### src/rtl/burst_pkg.sv
package burst_pkg;

    localparam int BURST_W = 2;

    typedef enum logic [1:0] {
        BST_IDLE  = 2'd0,
        BST_READ  = 2'd1,
        BST_WRITE = 2'd2
    } bst_state_e;

endpackage

### src/rtl/burst_seq_fsm.sv
module burst_seq_fsm
    import burst_pkg::*;
(
    input  logic       clk,
    input  logic       rst_n,
    input  logic       proc_strobe_n,
    input  logic       ctrl_strobe_n,
    input  logic       adv_n,
    input  logic       wr_n,
    output logic       load_o,
    output logic       step_o,
    output bst_state_e state_o
);

    bst_state_e state_q;
    bst_state_e state_d;

    // state register
    always_ff @(posedge clk or negedge rst_n) begin
        if (!rst_n) begin
            state_q <= BST_IDLE;
        end else begin
            state_q <= state_d;
        end
    end

    // next state and outputs
    always_comb begin
        load_o  = !proc_strobe_n || !ctrl_strobe_n;
        step_o  = 1'b0;
        state_d = state_q;
        if (load_o) begin
            // processor strobe starts a read regardless of the qualifier
            state_d = (!proc_strobe_n || wr_n) ? BST_READ : BST_WRITE;
        end else begin
            unique case (state_q)
                BST_IDLE: begin
                    state_d = BST_IDLE;
                end
                BST_READ: begin
                    step_o = !adv_n;
                    if (!wr_n) begin
                        state_d = BST_WRITE;
                    end
                end
                BST_WRITE: begin
                    step_o = !adv_n && !wr_n;
                end
                default: begin
                    state_d = BST_IDLE;
                end
            endcase
        end
    end

    assign state_o = state_q;

    // idle persists while no strobe is seen
    a_r9_idle_persists: assert property (@(posedge clk) disable iff (!rst_n)
        (state_q == BST_IDLE && proc_strobe_n && ctrl_strobe_n) |=> (state_q == BST_IDLE));

    // processor-strobe load always lands in read
    a_r8_proc_load_read: assert property (@(posedge clk) disable iff (!rst_n)
        (!proc_strobe_n) |=> (state_q == BST_READ));

endmodule

### src/rtl/burst_step_cnt.sv
module burst_step_cnt #(
    parameter int CNT_W = 2
) (
    input  logic             clk,
    input  logic             rst_n,
    input  logic             load_i,
    input  logic             step_i,
    output logic [CNT_W-1:0] cnt_o
);

    logic [CNT_W-1:0] cnt_q;

    always_ff @(posedge clk or negedge rst_n) begin
        if (!rst_n) begin
            cnt_q <= '0;
        end else if (load_i) begin
            cnt_q <= '0;
        end else if (step_i) begin
            cnt_q <= cnt_q + 1'b1;
        end
    end

    assign cnt_o = cnt_q;

endmodule

### src/rtl/burst_start_reg.sv
module burst_start_reg #(
    parameter int ADDR_W = 17
) (
    input  logic              clk,
    input  logic              rst_n,
    input  logic              load_i,
    input  logic [ADDR_W-1:0] ext_i,
    output logic [ADDR_W-1:0] start_o
);

    always_ff @(posedge clk or negedge rst_n) begin
        if (!rst_n) begin
            start_o <= '0;
        end else if (load_i) begin
            start_o <= ext_i;
        end
    end

endmodule

### src/rtl/burst_addr_map.sv
module burst_addr_map #(
    parameter int ADDR_W = 17,
    parameter int CNT_W  = 2
) (
    input  logic [ADDR_W-1:0] start_i,
    input  logic [CNT_W-1:0]  cnt_i,
    input  logic              ilv_i,
    output logic [ADDR_W-1:0] addr_o
);

    logic [CNT_W-1:0] ilv_bits;
    logic [CNT_W-1:0] lin_bits;

    // interleaved order: one XOR lane per burst bit
    for (genvar i = 0; i < CNT_W; i++) begin : g_ilv_lane
        assign ilv_bits[i] = start_i[i] ^ cnt_i[i];
    end

    // linear order: modulo add within the burst field
    assign lin_bits = start_i[CNT_W-1:0] + cnt_i;

    assign addr_o = {start_i[ADDR_W-1:CNT_W], (ilv_i ? ilv_bits : lin_bits)};

endmodule

### src/rtl/burst_addr_gen.sv
module burst_addr_gen
    import burst_pkg::*;
#(
    parameter int ADDR_W = 17
) (
    input  logic              clk,
    input  logic              rst_n,
    input  logic [ADDR_W-1:0] ext_addr,
    input  logic              proc_strobe_n,
    input  logic              ctrl_strobe_n,
    input  logic              adv_n,
    input  logic              wr_n,
    input  logic              ilv_mode,
    output logic [ADDR_W-1:0] addr_o
);

    localparam int CNT_W = BURST_W;

    logic             load;
    logic             step;
    bst_state_e       state;
    logic [CNT_W-1:0] cnt;
    logic [ADDR_W-1:0] start;

    burst_seq_fsm u_fsm (
        .clk          (clk),
        .rst_n        (rst_n),
        .proc_strobe_n(proc_strobe_n),
        .ctrl_strobe_n(ctrl_strobe_n),
        .adv_n        (adv_n),
        .wr_n         (wr_n),
        .load_o       (load),
        .step_o       (step),
        .state_o      (state)
    );

    burst_step_cnt #(.CNT_W(CNT_W)) u_cnt (
        .clk   (clk),
        .rst_n (rst_n),
        .load_i(load),
        .step_i(step),
        .cnt_o (cnt)
    );

    burst_start_reg #(.ADDR_W(ADDR_W)) u_start (
        .clk    (clk),
        .rst_n  (rst_n),
        .load_i (load),
        .ext_i  (ext_addr),
        .start_o(start)
    );

    burst_addr_map #(.ADDR_W(ADDR_W), .CNT_W(CNT_W)) u_map (
        .start_i(start),
        .cnt_i  (cnt),
        .ilv_i  (ilv_mode),
        .addr_o (addr_o)
    );

    // after a load edge the output equals the captured address
    a_r2_load_capture: assert property (@(posedge clk) disable iff (!rst_n)
        (!proc_strobe_n || !ctrl_strobe_n) |=> (addr_o == $past(ext_addr)));

    // upper bits stay fixed across edges that do not load
    a_r5_upper_hold: assert property (@(posedge clk) disable iff (!rst_n)
        (proc_strobe_n && ctrl_strobe_n) |=> $stable(addr_o[ADDR_W-1:CNT_W]));

    // no advance request means the count stays put
    a_r6_no_adv_hold: assert property (@(posedge clk) disable iff (!rst_n)
        (proc_strobe_n && ctrl_strobe_n && adv_n) |=> $stable(cnt));

    // write suspend holds the count
    a_r8_write_suspend: assert property (@(posedge clk) disable iff (!rst_n)
        (state == BST_WRITE && proc_strobe_n && ctrl_strobe_n && wr_n) |=> $stable(cnt));

endmodule

### config.mk
export PLATFORM = sky130hd
export DESIGN_NAME = burst_addr_gen
export DESIGN_NICKNAME = d
export VERILOG_FILES = /design/src/rtl/burst_pkg.sv /design/src/rtl/burst_seq_fsm.sv /design/src/rtl/burst_step_cnt.sv /design/src/rtl/burst_start_reg.sv /design/src/rtl/burst_addr_map.sv /design/src/rtl/burst_addr_gen.sv
export SDC_FILE = /design/constraint.sdc
export NUM_CORES = 1
export LEC_CHECK = 0
export ABC_CLOCK_PERIOD_IN_PS = 1950
export BUFFER_PORTS_ARGS = -buffer_cell sky130_fd_sc_hd__buf_4
export CAP_MARGIN = 20
export CORE_ASPECT_RATIO = 0.75
export CORE_UTILIZATION = 51
export DETAILED_ROUTE_END_ITERATION = 16
export GPL_TIMING_DRIVEN = 0
export PLACE_DENSITY = 0.82
export SYNTH_ARGS = -nofsm -noshare
export SYNTH_HDL_FRONTEND = slang
export SYNTH_SLANG_ARGS = --single-unit
### constraint.sdc
create_clock -name clk -period 1.95 [get_ports clk]
set_input_delay 0.0975 -clock clk [delete_from_list [all_inputs] [get_ports clk]]
set_output_delay 0.0975 -clock clk [all_outputs]
set_load 0.01 [all_outputs]
# After elaboration in Yosys (flattened, before gate mapping)
# Cells that the tools add are included.
dict set report word_totals {
  reg_bits 21
  in_bits 24
  out_inout_bits 17
  wordCells 29
}
dict set report classes {
  add_sub_neg 2
  eq_ne 4
  muxes 9
  bitwise 2
  reduce_logical 9
}
# cell n
set ops {}
lappend ops {{2-bit two-way mux} 6}
lappend ops {{1-bit zero test} 4}
lappend ops {{2-bit one-hot mux with 2 select lines} 1}
lappend ops {{3-bit inequality test (second input constant)} 1}
lappend ops {{2-bit by 1-bit adder with 2-bit output (second input constant)} 1}
lappend ops {{2-bit adder} 1}
lappend ops {{2-bit by 1-bit == test with 1-bit output (second input constant)} 1}
lappend ops {{2-bit == test (second input constant)} 1}
lappend ops {{1-bit logical OR} 2}
lappend ops {{2-bit inequality test (second input constant)} 1}
lappend ops {{1-bit one-hot mux with 2 select lines} 1}
lappend ops {{2-bit AND reduction} 1}
lappend ops {{2-bit nonzero test} 1}
lappend ops {{1-bit XOR} 2}
lappend ops {{1-bit logical AND} 1}
lappend ops {{1-bit two-way mux} 1}

# Longest topological paths before layout
# Gate-level depths: netlist of run 1.
dict set report depth {
  depth_word 6
  ltp_mapped 5
  mapped_depth_nobuf 5
}

# By module
# A second synthesis of run 1 with hierarchy kept.
dict set report hier_totals {
  cells_unflattened 79
  hier_area_um2 1083.5
}
# mod instances cells_each area_per_inst_um2 seq_area_each_um2
set by_module_without_submodules {}
lappend by_module_without_submodules {burst_start_reg 1 36 685.7 425.4}
lappend by_module_without_submodules {burst_seq_fsm 1 17 160.2 50.0}
lappend by_module_without_submodules {burst_addr_map 1 19 148.9 0.0}
lappend by_module_without_submodules {burst_step_cnt 1 7 88.8 50.0}

# Least setup slack after synthesis of run 1
# Ideal clock, no wire load.
dict set report synth_path {
  kind {reg2reg}
  startpoint {register u_fsm.state_q[0] (netlist: u_fsm.state_o[0])}
  endpoint {register u_cnt.cnt_q[1] (netlist: u_cnt.cnt_o[1])}
  setup_ns 0.079
  arrival_time_ns 1.269
  t_required_ns 1.871
  slack_ns 0.602
  path_stages_with_launch 6
  n_path_buf 0
  synth_period_minus_slack_ns 1.348
  cell_sequence {dfrtp_1 > inv_1 > ha_1 > nand2b_4 > a2111oi_4 > mux2i_1}
}
dict set report synth_between {
  elab_chain_len 4
  word_cells_on_any_way 5
  classes_between {2 x eq/ne; 2 x mux; 1 x reduce/logical}
}
# item line
set synth_rtl {}
lappend synth_rtl {{start, declared} burst_seq_fsm.sv:15} ;# bst_state_e state_q;
lappend synth_rtl {{start signal, assigned} burst_seq_fsm.sv:23} ;# state_q <= state_d;
lappend synth_rtl {{2-bit == test / 2-bit by 1-bit == test with 1-bit output (equally long branches)} burst_seq_fsm.sv:36} ;# unique case (state_q)
lappend synth_rtl {{1-bit one-hot mux with 2 select lines *} burst_seq_fsm.sv:36}
lappend synth_rtl {{1-bit two-way mux *} burst_seq_fsm.sv:32} ;# if (load_o) begin
lappend synth_rtl {{2-bit nonzero test (no line) *} --}
lappend synth_rtl {{end signal, assigned} burst_step_cnt.sv:19} ;# cnt_q <= cnt_q + 1'b1;
lappend synth_rtl {{end, declared} burst_step_cnt.sv:11} ;# logic [CNT_W-1:0] cnt_q;
# Mark *: on every way between the ends. The rest lies on a longest branch, timed or not.
# A chain may end at the register's enable or synchronous reset.

# Final worst setup path of run 1
# Same ends and word-level chain as after synthesis.

==> results of run 1 <==
-- layout by cell type, fill, tap and decap left out --
master and count:
sky130_fd_sc_hd__inv_1 6, sky130_fd_sc_hd__clkinvlp_4 1, sky130_fd_sc_hd__mux2_2 7, sky130_fd_sc_hd__a211oi_1 1, sky130_fd_sc_hd__xnor2_1 2, sky130_fd_sc_hd__or2_2 1
sky130_fd_sc_hd__nand2_1 1, sky130_fd_sc_hd__o221ai_1 1, sky130_fd_sc_hd__buf_6 1, sky130_fd_sc_hd__nand2b_4 1, sky130_fd_sc_hd__nand2_4 1, sky130_fd_sc_hd__mux2_4 10
sky130_fd_sc_hd__buf_4 54, sky130_fd_sc_hd__a22oi_1 1, sky130_fd_sc_hd__nand3_1 3, sky130_fd_sc_hd__buf_2 1, sky130_fd_sc_hd__ha_1 3, sky130_fd_sc_hd__dfrtp_1 21
sky130_fd_sc_hd__a2111oi_4 1, sky130_fd_sc_hd__a221oi_1 1, sky130_fd_sc_hd__clkbuf_4 3, sky130_fd_sc_hd__dlygate4sd3_1 17, sky130_fd_sc_hd__nor2b_1 1, sky130_fd_sc_hd__mux2i_1 3
-- metal layers --
metal	track usage	vias up	part of all wire
met5	0	-	0
met4	0.0900	0	0.019
met3	0.0710	7	0.044
met2	0.333	21	0.51
met1	0.261	371	0.42
li1	-	384	-
-- cell type report --
| cell class | count | area, um2 | share of cell area |
|---|---|---|---|
| sequential | 21 | 526 | 0.322 |
| timing repair buffer | 56 | 463 | 0.284 |
| multi-input combinational | 38 | 430 | 0.264 |
| buffer | 17 | 129 | 0.0790 |
| tap | 24 | 30.0 | 0.0184 |
| clock buffer | 3 | 22.5 | 0.0138 |
| inverter | 6 | 22.5 | 0.0138 |
| clock inverter | 1 | 7.51 | 0.00460 |
-- power groups by stage --
stage	Sequential, uW	Combinational, uW	Clock, uW
2_1_floorplan	492	145	0
3_3_place_gp	496	242	0
3_5_place_dp	499	250	0
4_1_cts	491	268	231
5_1_grt	496	299	249
6_report	492	279	224
-- critical path, cell delays in order, from the launching register on --
cell and delay (ns):
sky130_fd_sc_hd__dfrtp_1 0.40, sky130_fd_sc_hd__inv_1 0.08, sky130_fd_sc_hd__ha_1 0.26, sky130_fd_sc_hd__nand2b_4 0.08, sky130_fd_sc_hd__a2111oi_4 0.35, sky130_fd_sc_hd__mux2i_1 0.22
-- sequential cells by signal, indices dropped and copies added, names as in the netlist --
register         count
u_cnt.cnt_o          2
u_start.start_o     17
u_fsm.state_o        2
-- kinds of logic (layout without fill, tap and decap cells) --
kind of cell	after synthesis	in the layout	share of synthesized area
multiplexers	20	20	0.234
adder cells (fa/ha/maj)	3	3	0.0339
AND/OR/NAND/NOR	8	8	0.0508
flip-flops	21	21	0.475
buffers and inverters	23	83	0.137
XOR/XNOR	2	2	0.0158
AO/OA/AOI/OAI	5	5	0.0542
-- worst paths after layout --
path                                                   endpoint  slack, ns  depth (start not counted)
min in group asynchronous        u_start.start_o[2]$_DFFE_PN0N_       0.18                          2
worst min register to register  u_start.start_o[11]$_DFFE_PN0N_       0.53                          1
worst max register to register       u_cnt.cnt_o[1]$_DFFE_PN0P_       0.48                          5
max in group asynchronous          u_fsm.state_o[0]$_DFFE_PN0P_       1.55                          2
worst max-delay path                 u_cnt.cnt_o[1]$_DFFE_PN0P_       0.48                          5
worst min-delay path               u_fsm.state_o[0]$_DFFE_PN0P_       0.02                          2
-- timing repair --
| item | CTS | global route |
|---|---|---|
| hold buffers | 11 | 6 |
| endpoints found under the setup margin | 0 | 0 |
| endpoints found under the hold margin | 31 | 6 |
-- stage by stage --
step,util,total power [uW],std cells
global route,0.802,1040,166
CTS,0.773,990,160
detailed placement,0.704,748,145
floorplan,-,637,82
global placement,0.704,738,145
finish,0.802,995,166
==> flow_summary.json, run 1 <==
{
  "clock-skew-final_ns": 0.000808,
  "yosys_warnings": 0,
  "yosys_register_bits": 21,
  "synth_edf_count": 0,
  "measured_slew_at_the_worst_slew_check_pin_ns": 0.272,
  "place.gp.congestion": 0.681,
  "synth_largest_area_cell": "sky130_fd_sc_hd__dfrtp_1",
  "postRouteAntennaNets": 0,
  "maxSlewViolCount": 0,
  "clock_latency_ns": 0.31,
  "reg2reg_from": "u_fsm.state_o[0]$_DFFE_PN0P_",
  "holdCritStartpoint": "proc_strobe_n",
  "cts.repair_timing.setup_buffer_count": 0,
  "remaining_max_slew_budget_at_the_tightest_pin": 0.819,
  "final_area_um2": 1630,
  "synth_cells": 82,
  "netlist_top_cells_area": "sky130_fd_sc_hd__dfrtp_1 47%, sky130_fd_sc_hd__mux2_4 14%, sky130_fd_sc_hd__buf_4 10%",
  "route.final.wire_length_um": 2410,
  "cts.htree.levels": 1,
  "drt_first_pass_iters": 4,
  "cp-start-kind": "flip-flop",
  "yosys.cell_types.count": 21,
  "start_util": 0.545,
  "root_buffer": "sky130_fd_sc_hd__clkbuf_4",
  "cts_buffers": 3,
  "synth_ff_type": "sky130_fd_sc_hd__dfrtp_1",
  "timing.final.crit_share": 0.753,
  "globalRouteOverflowTotal": 0,
  "via_count": 783,
  "power.sequential.fraction": 0.494,
  "pin_count_of_the_biggest_net_entering_global_routing": 22,
  "nFillCells": 131,
  "yosysMostFrequentCell": "sky130_fd_sc_hd__dfrtp_1",
  "clock_tree_from_tritoncts": "done",
  "fin_nets": 170,
  "diodes": 0,
  "fin_tns_setup_ns": 0,
  "final_period_demand_of_the_worst_path_ns": 1.47,
  "grt_first_pass_wirelength_um": 3530,
  "first_global_vias": 712,
  "max_freq_mhz": 681,
  "timing.max_cap.violations": 0,
  "netlist.area_leader.share": 0.475,
  "grt_setup_unrepaired": "false",
  "clock_sinks": 21,
  "detail_route.vias_per_cell": 4.72,
  "io_buffers": 39,
  "peakVddDrop_v": 0.000578,
  "mappedNetlistArea_um2": 1110,
  "static-leakage-power_uw": 0.000814,
  "p_int_uw": 726,
  "fin_worst_hold_slack_ns": 0.0164,
  "detailed_placer_s_ending_hpwl_um": 1500,
  "outcome": "complete, no violations",
  "route.detailed.wl_per_inst_um": 14.5,
  "floorplan.rows": 14,
  "core_region_area_um2": 2030,
  "cp_max_fo": 3,
  "async_flop_share": 1.00,
  "final-hold-violation-count": 0,
  "path_class": "flip-flop to flip-flop",
  "synth.avg_cell_area_um2": 13.5,
  "detailedRoute.firstIterationViolations": 2,
  "dieHeight_um": 42.4,
  "cts_resized": 0,
  "synth.yosys.seq_area_share": 0.475,
  "worstSetupEndpointType": "flip-flop",
  "initial_antenna_violation_count": 0,
  "setup_failing_eps_final": 0,
  "clockPowerShare": 0.225,
  "drcViolationCount": 0,
  "dpl-instance-area_um2": 1430,
  "critPathLaunch": "u_fsm.state_o[0]$_DFFE_PN0P_",
  "cp.required_ns": 2.20,
  "synth_commonest_cells": "21 x sky130_fd_sc_hd__dfrtp_1, 15 x sky130_fd_sc_hd__buf_4, 10 x sky130_fd_sc_hd__mux2_4, 7 x sky130_fd_sc_hd__mux2_2, 6 x sky130_fd_sc_hd__inv_1",
  "globalRouteTotalUtil": 0.209,
  "power-per-cell-area_nw_per_um2": 610,
  "post_route_cells_drive_above_1_share": 0.570,
  "io_pins": 41,
  "timing.critical_path.arrival_ns": 1.72,
  "min-delay-path-class": "input port to flip-flop",
  "fp.dieArea_um2": 2360,
  "layout_overhead_on_the_synthesized_area_pct": 47.2,
  "switching_share": 0.271,
  "dieWidth_um": 55.8,
  "switchingPower_uw": 269,
  "synth.net_count": 109,
  "clk_pin_slew_ns": 0.13,
  "clk_path_buf_depth": 2,
  "postLayoutSetupSlackWorst_ns": 0.482,
  "preCtsSetupSlack_ns": 0.502,
  "logic_pwr_share": 0.281
}
(Power assumes the default switching activity.)
==> run 2, diff against run 1 <==
ABC_AREA = 1   (was unset)
ABC_CLOCK_PERIOD_IN_PS = 1500   (was 1950)
CORE_UTILIZATION = 48   (was 51)
PLACE_DENSITY = 0.78   (was 0.82)
clock period = 1.5 ns   (was 1.95 ns; I/O delays follow)
==> run 2 against run 1 <==
Compared with the run above: combinational power grew 23%; cell count grew 34%; flip-flop and latch count is the same.
==> flow_summary.json, run 2 <==
{
  "timing.max_cap.violations": 0,
  "fin_tns_setup_ns": 0,
  "timing.hold.worst_path_depth": 4,
  "setup_failing_eps_final": 0,
  "layout.cells.most_common": "sky130_fd_sc_hd__nand2_1",
  "path_delay_family": "flip-flops",
  "remaining_max_slew_budget_at_the_tightest_pin": 0.818,
  "place.gp.congestion": 0.686,
  "cp_num_buf_inv": 4,
  "postRouteAntennaNets": 0,
  "clock_latency_ns": 0.30,
  "cp_cell_sequence": "ha_2 -> inv_2 -> nor2_2 -> inv_1 -> nand2_1 -> nand2_1 -> inv_1 -> buf_4",
  "initial_antenna_violation_count": 0,
  "synth_ff_type": "sky130_fd_sc_hd__dfrtp_1",
  "synth_commonest_cells": "66 x sky130_fd_sc_hd__nand2_1, 21 x sky130_fd_sc_hd__dfrtp_1, 16 x sky130_fd_sc_hd__buf_4, 10 x sky130_fd_sc_hd__inv_1, 5 x sky130_fd_sc_hd__nor2_1",
  "netlist.area_leader.share": 0.483,
  "max_freq_mhz": 721,
  "first_global_vias": 947,
  "worstSetupEndpointType": "output pin",
  "timing.critical_path.arrival_ns": 1.31,
  "root_buffer": "sky130_fd_sc_hd__clkbuf_4",
  "io_buffers": 40,
  "cts.htree.levels": 1,
  "synth_cells": 136,
  "fin_nets": 227,
  "critical_path.max_stage_delay_ns": 0.40,
  "peakVddDrop_v": 0.000528,
  "clk_path_buf_depth": 2,
  "detail_route.vias_per_cell": 4.47,
  "reg2reg_from": "u_fsm.state_o[0]$_DFFE_PN0P_",
  "reg2reg_slack_ns": 0.28,
  "detailed_placer_s_ending_hpwl_um": 1630,
  "drt_first_pass_iters": 5,
  "drcViolationCount": 0,
  "clock-skew-final_ns": 0.000627,
  "largest_register_ffs": 17,
  "async_flop_share": 1.00,
  "postLayoutSetupSlackWorst_ns": 0.113,
  "diodes": 0,
  "cpMaxStageDelayCell": "sky130_fd_sc_hd__dfrtp_1",
  "netlist_top_cells_area": "sky130_fd_sc_hd__dfrtp_1 48%, sky130_fd_sc_hd__nand2_1 23%, sky130_fd_sc_hd__buf_4 11%",
  "clk_pin_slew_ns": 0.11,
  "yosys_warnings": 0,
  "clock_tree_from_tritoncts": "done",
  "yosys.area_share.xor_xnor": 0.0161,
  "yosysMostFrequentCell": "sky130_fd_sc_hd__nand2_1",
  "route.final.wire_length_um": 2410,
  "synth.avg_cell_area_um2": 7.99,
  "dieHeight_um": 43.2,
  "fin_worst_hold_slack_ns": 0.0485,
  "core_region_area_um2": 2070,
  "static-leakage-power_uw": 0.000932,
  "final_period_demand_of_the_worst_path_ns": 1.39,
  "reg2regPathDepth": 6,
  "post_synth_and_or_nand_nor_area_fraction": 0.281,
  "floorplan.rows": 14,
  "synth_edf_count": 0,
  "nFillCells": 159,
  "final-hold-violation-count": 0,
  "dieWidth_um": 57.0,
  "synth_largest_area_cell": "sky130_fd_sc_hd__dfrtp_1",
  "pin_count_of_the_biggest_net_entering_global_routing": 22,
  "timing.final.crit_share": 0.925,
  "post_synth_mux_area_share": 0,
  "via_count": 996,
  "globalRouteTotalUtil": 0.221,
  "power-per-cell-area_nw_per_um2": 764,
  "fp.dieArea_um2": 2460,
  "yosys.cell_types.count": 16,
  "worst_hold_path.endpoint": "u_fsm.state_o[0]$_DFFE_PN0P_",
  "globalRouteOverflowTotal": 0,
  "route.detailed.wl_per_inst_um": 10.8,
  "worstReg2RegEnd": "u_cnt.cnt_o[1]$_DFFE_PN0P_",
  "mappedNetlistArea_um2": 1090,
  "synth_compound_gate_area_share": 0.0115,
  "most-common-layout-cells": "66 x sky130_fd_sc_hd__nand2_1, 57 x sky130_fd_sc_hd__buf_4, 21 x sky130_fd_sc_hd__dfrtp_1, 18 x sky130_fd_sc_hd__dlygate4sd3_1, 9 x sky130_fd_sc_hd__inv_1",
  "cts_buffers": 3,
  "post_route_cells_drive_above_1_share": 0.342,
  "cp.required_ns": 1.42,
  "measured_slew_at_the_worst_slew_check_pin_ns": 0.272,
  "largest_register": "u_start.start_o",
  "cp_num_cells": 8,
  "min-delay-path-class": "input port to flip-flop",
  "synth.net_count": 163,
  "cp_max_fo": 3,
  "detailedRoute.firstIterationViolations": 23,
  "holdCritStartpoint": "proc_strobe_n",
  "clock_sinks": 21,
  "path_class": "flip-flop to output pin",
  "layout_overhead_on_the_synthesized_area_pct": 50.5,
  "preCtsSetupSlack_ns": 0.296,
  "io_pins": 41,
  "grt_first_pass_wirelength_um": 4010,
  "synth.yosys.seq_area_share": 0.483,
  "outcome": "complete, no violations",
  "adder_cell_share_of_the_synthesized_area": 0.0345,
  "synth_top_family_by_area": "simple AND/OR/NAND/NOR gates",
  "maxSlewViolCount": 0,
  "start_util": 0.526,
  "cp-start-kind": "flip-flop",
  "yosys_register_bits": 21
}
==> run 2: cell count changes after synthesis, sizes merged, moves of 2 or more <==
cell   before  now
buf        17   19
inv         6   11
mux2       17    0
mux2i       3    0
nand2       2   67
nand4       0    2
nor2        0    5
==> run 2: metal layers <==
| metal | vias up | global-route usage | routed length [um] | part of all wire |
|---|---|---|---|---|
| li1 | 521 | - | - | - |
| met1 | 458 | 0.264 | 1050 | 0.44 |
| met2 | 15 | 0.388 | 1270 | 0.53 |
| met3 | 2 | 0.0549 | 58 | 0.024 |
| met4 | 0 | 0.0780 | 27 | 0.011 |
| met5 | - | 0 | 0 | 0 |
==> run 2: logic make-up (layout without fill, tap and decap cells) <==
group	count (synthesis)	after routing
simple gates	78	78
buf+inv	30	93
flops	21	21
fa+ha+maj	3	3
compound gates	2	2
xor+xnor	2	2
==> run 2: repair_timing <==
item,in CTS,in global routing
endpoints found under the hold margin,38,0
setup buffers,0,1
setup endpoints to repair,0,1
hold buffers,18,0
gates resized for setup,0,3
==> run 2: final cells by class <==
class                   count  area [um2]  area share
flip-flops and latches     21         526       0.321
multi-input cells          85         378       0.231
plain buffers              19         148      0.0902
repair buffers             59         488       0.298
inverters                  11        41.3      0.0252
clock buffers               4        26.3      0.0161
well taps                  24        30.0      0.0183
==> run 2: worst register-to-register path, stage by stage, from the launching register on <==
cell	delay (ns)
sky130_fd_sc_hd__dfrtp_1	0.39
sky130_fd_sc_hd__inv_1	0.06
sky130_fd_sc_hd__ha_1	0.29
sky130_fd_sc_hd__nor2_1	0.16
sky130_fd_sc_hd__nand2_1	0.10
sky130_fd_sc_hd__nand3_1	0.07
sky130_fd_sc_hd__nand2_1	0.05
==> run 2: per-stage QoR <==
step / total power (uW) / cells / instance area, um2 / util
global placement: 939 / 200 / 1420 / 0.686
finish: 1250 / 223 / 1640 / 0.792
global route: 1320 / 223 / 1640 / 0.792
CTS: 1260 / 222 / 1620 / 0.786
floorplan: 807 / 136 / 1090 / -
detailed placement: 950 / 200 / 1420 / 0.686
==> run 2: power by group <==
part	switching [uW]	internal, uW
sequential	26.9	610
clock	167	104
combinational	141	201
total	336	915
==> run 2: worst max path at each step <==
| stage | startpoint | endpoint | slack [ns] |
|---|---|---|---|
| floorplan | u_fsm.state_o[0]$_DFFE_PN0P_ | u_cnt.cnt_o[1]$_DFFE_PN0P_ | 0.40 |
| global placement | u_fsm.state_o[0]$_DFFE_PN0P_ | u_cnt.cnt_o[1]$_DFFE_PN0P_ | 0.34 |
| detailed placement | u_fsm.state_o[0]$_DFFE_PN0P_ | u_cnt.cnt_o[1]$_DFFE_PN0P_ | 0.30 |
| CTS | u_cnt.cnt_o[0]$_DFFE_PN0P_ | addr_o[1] | 0.04 |
| global route | u_cnt.cnt_o[0]$_DFFE_PN0P_ | addr_o[1] | -0.02 |
| finish | u_cnt.cnt_o[0]$_DFFE_PN0P_ | addr_o[1] | 0.11 |
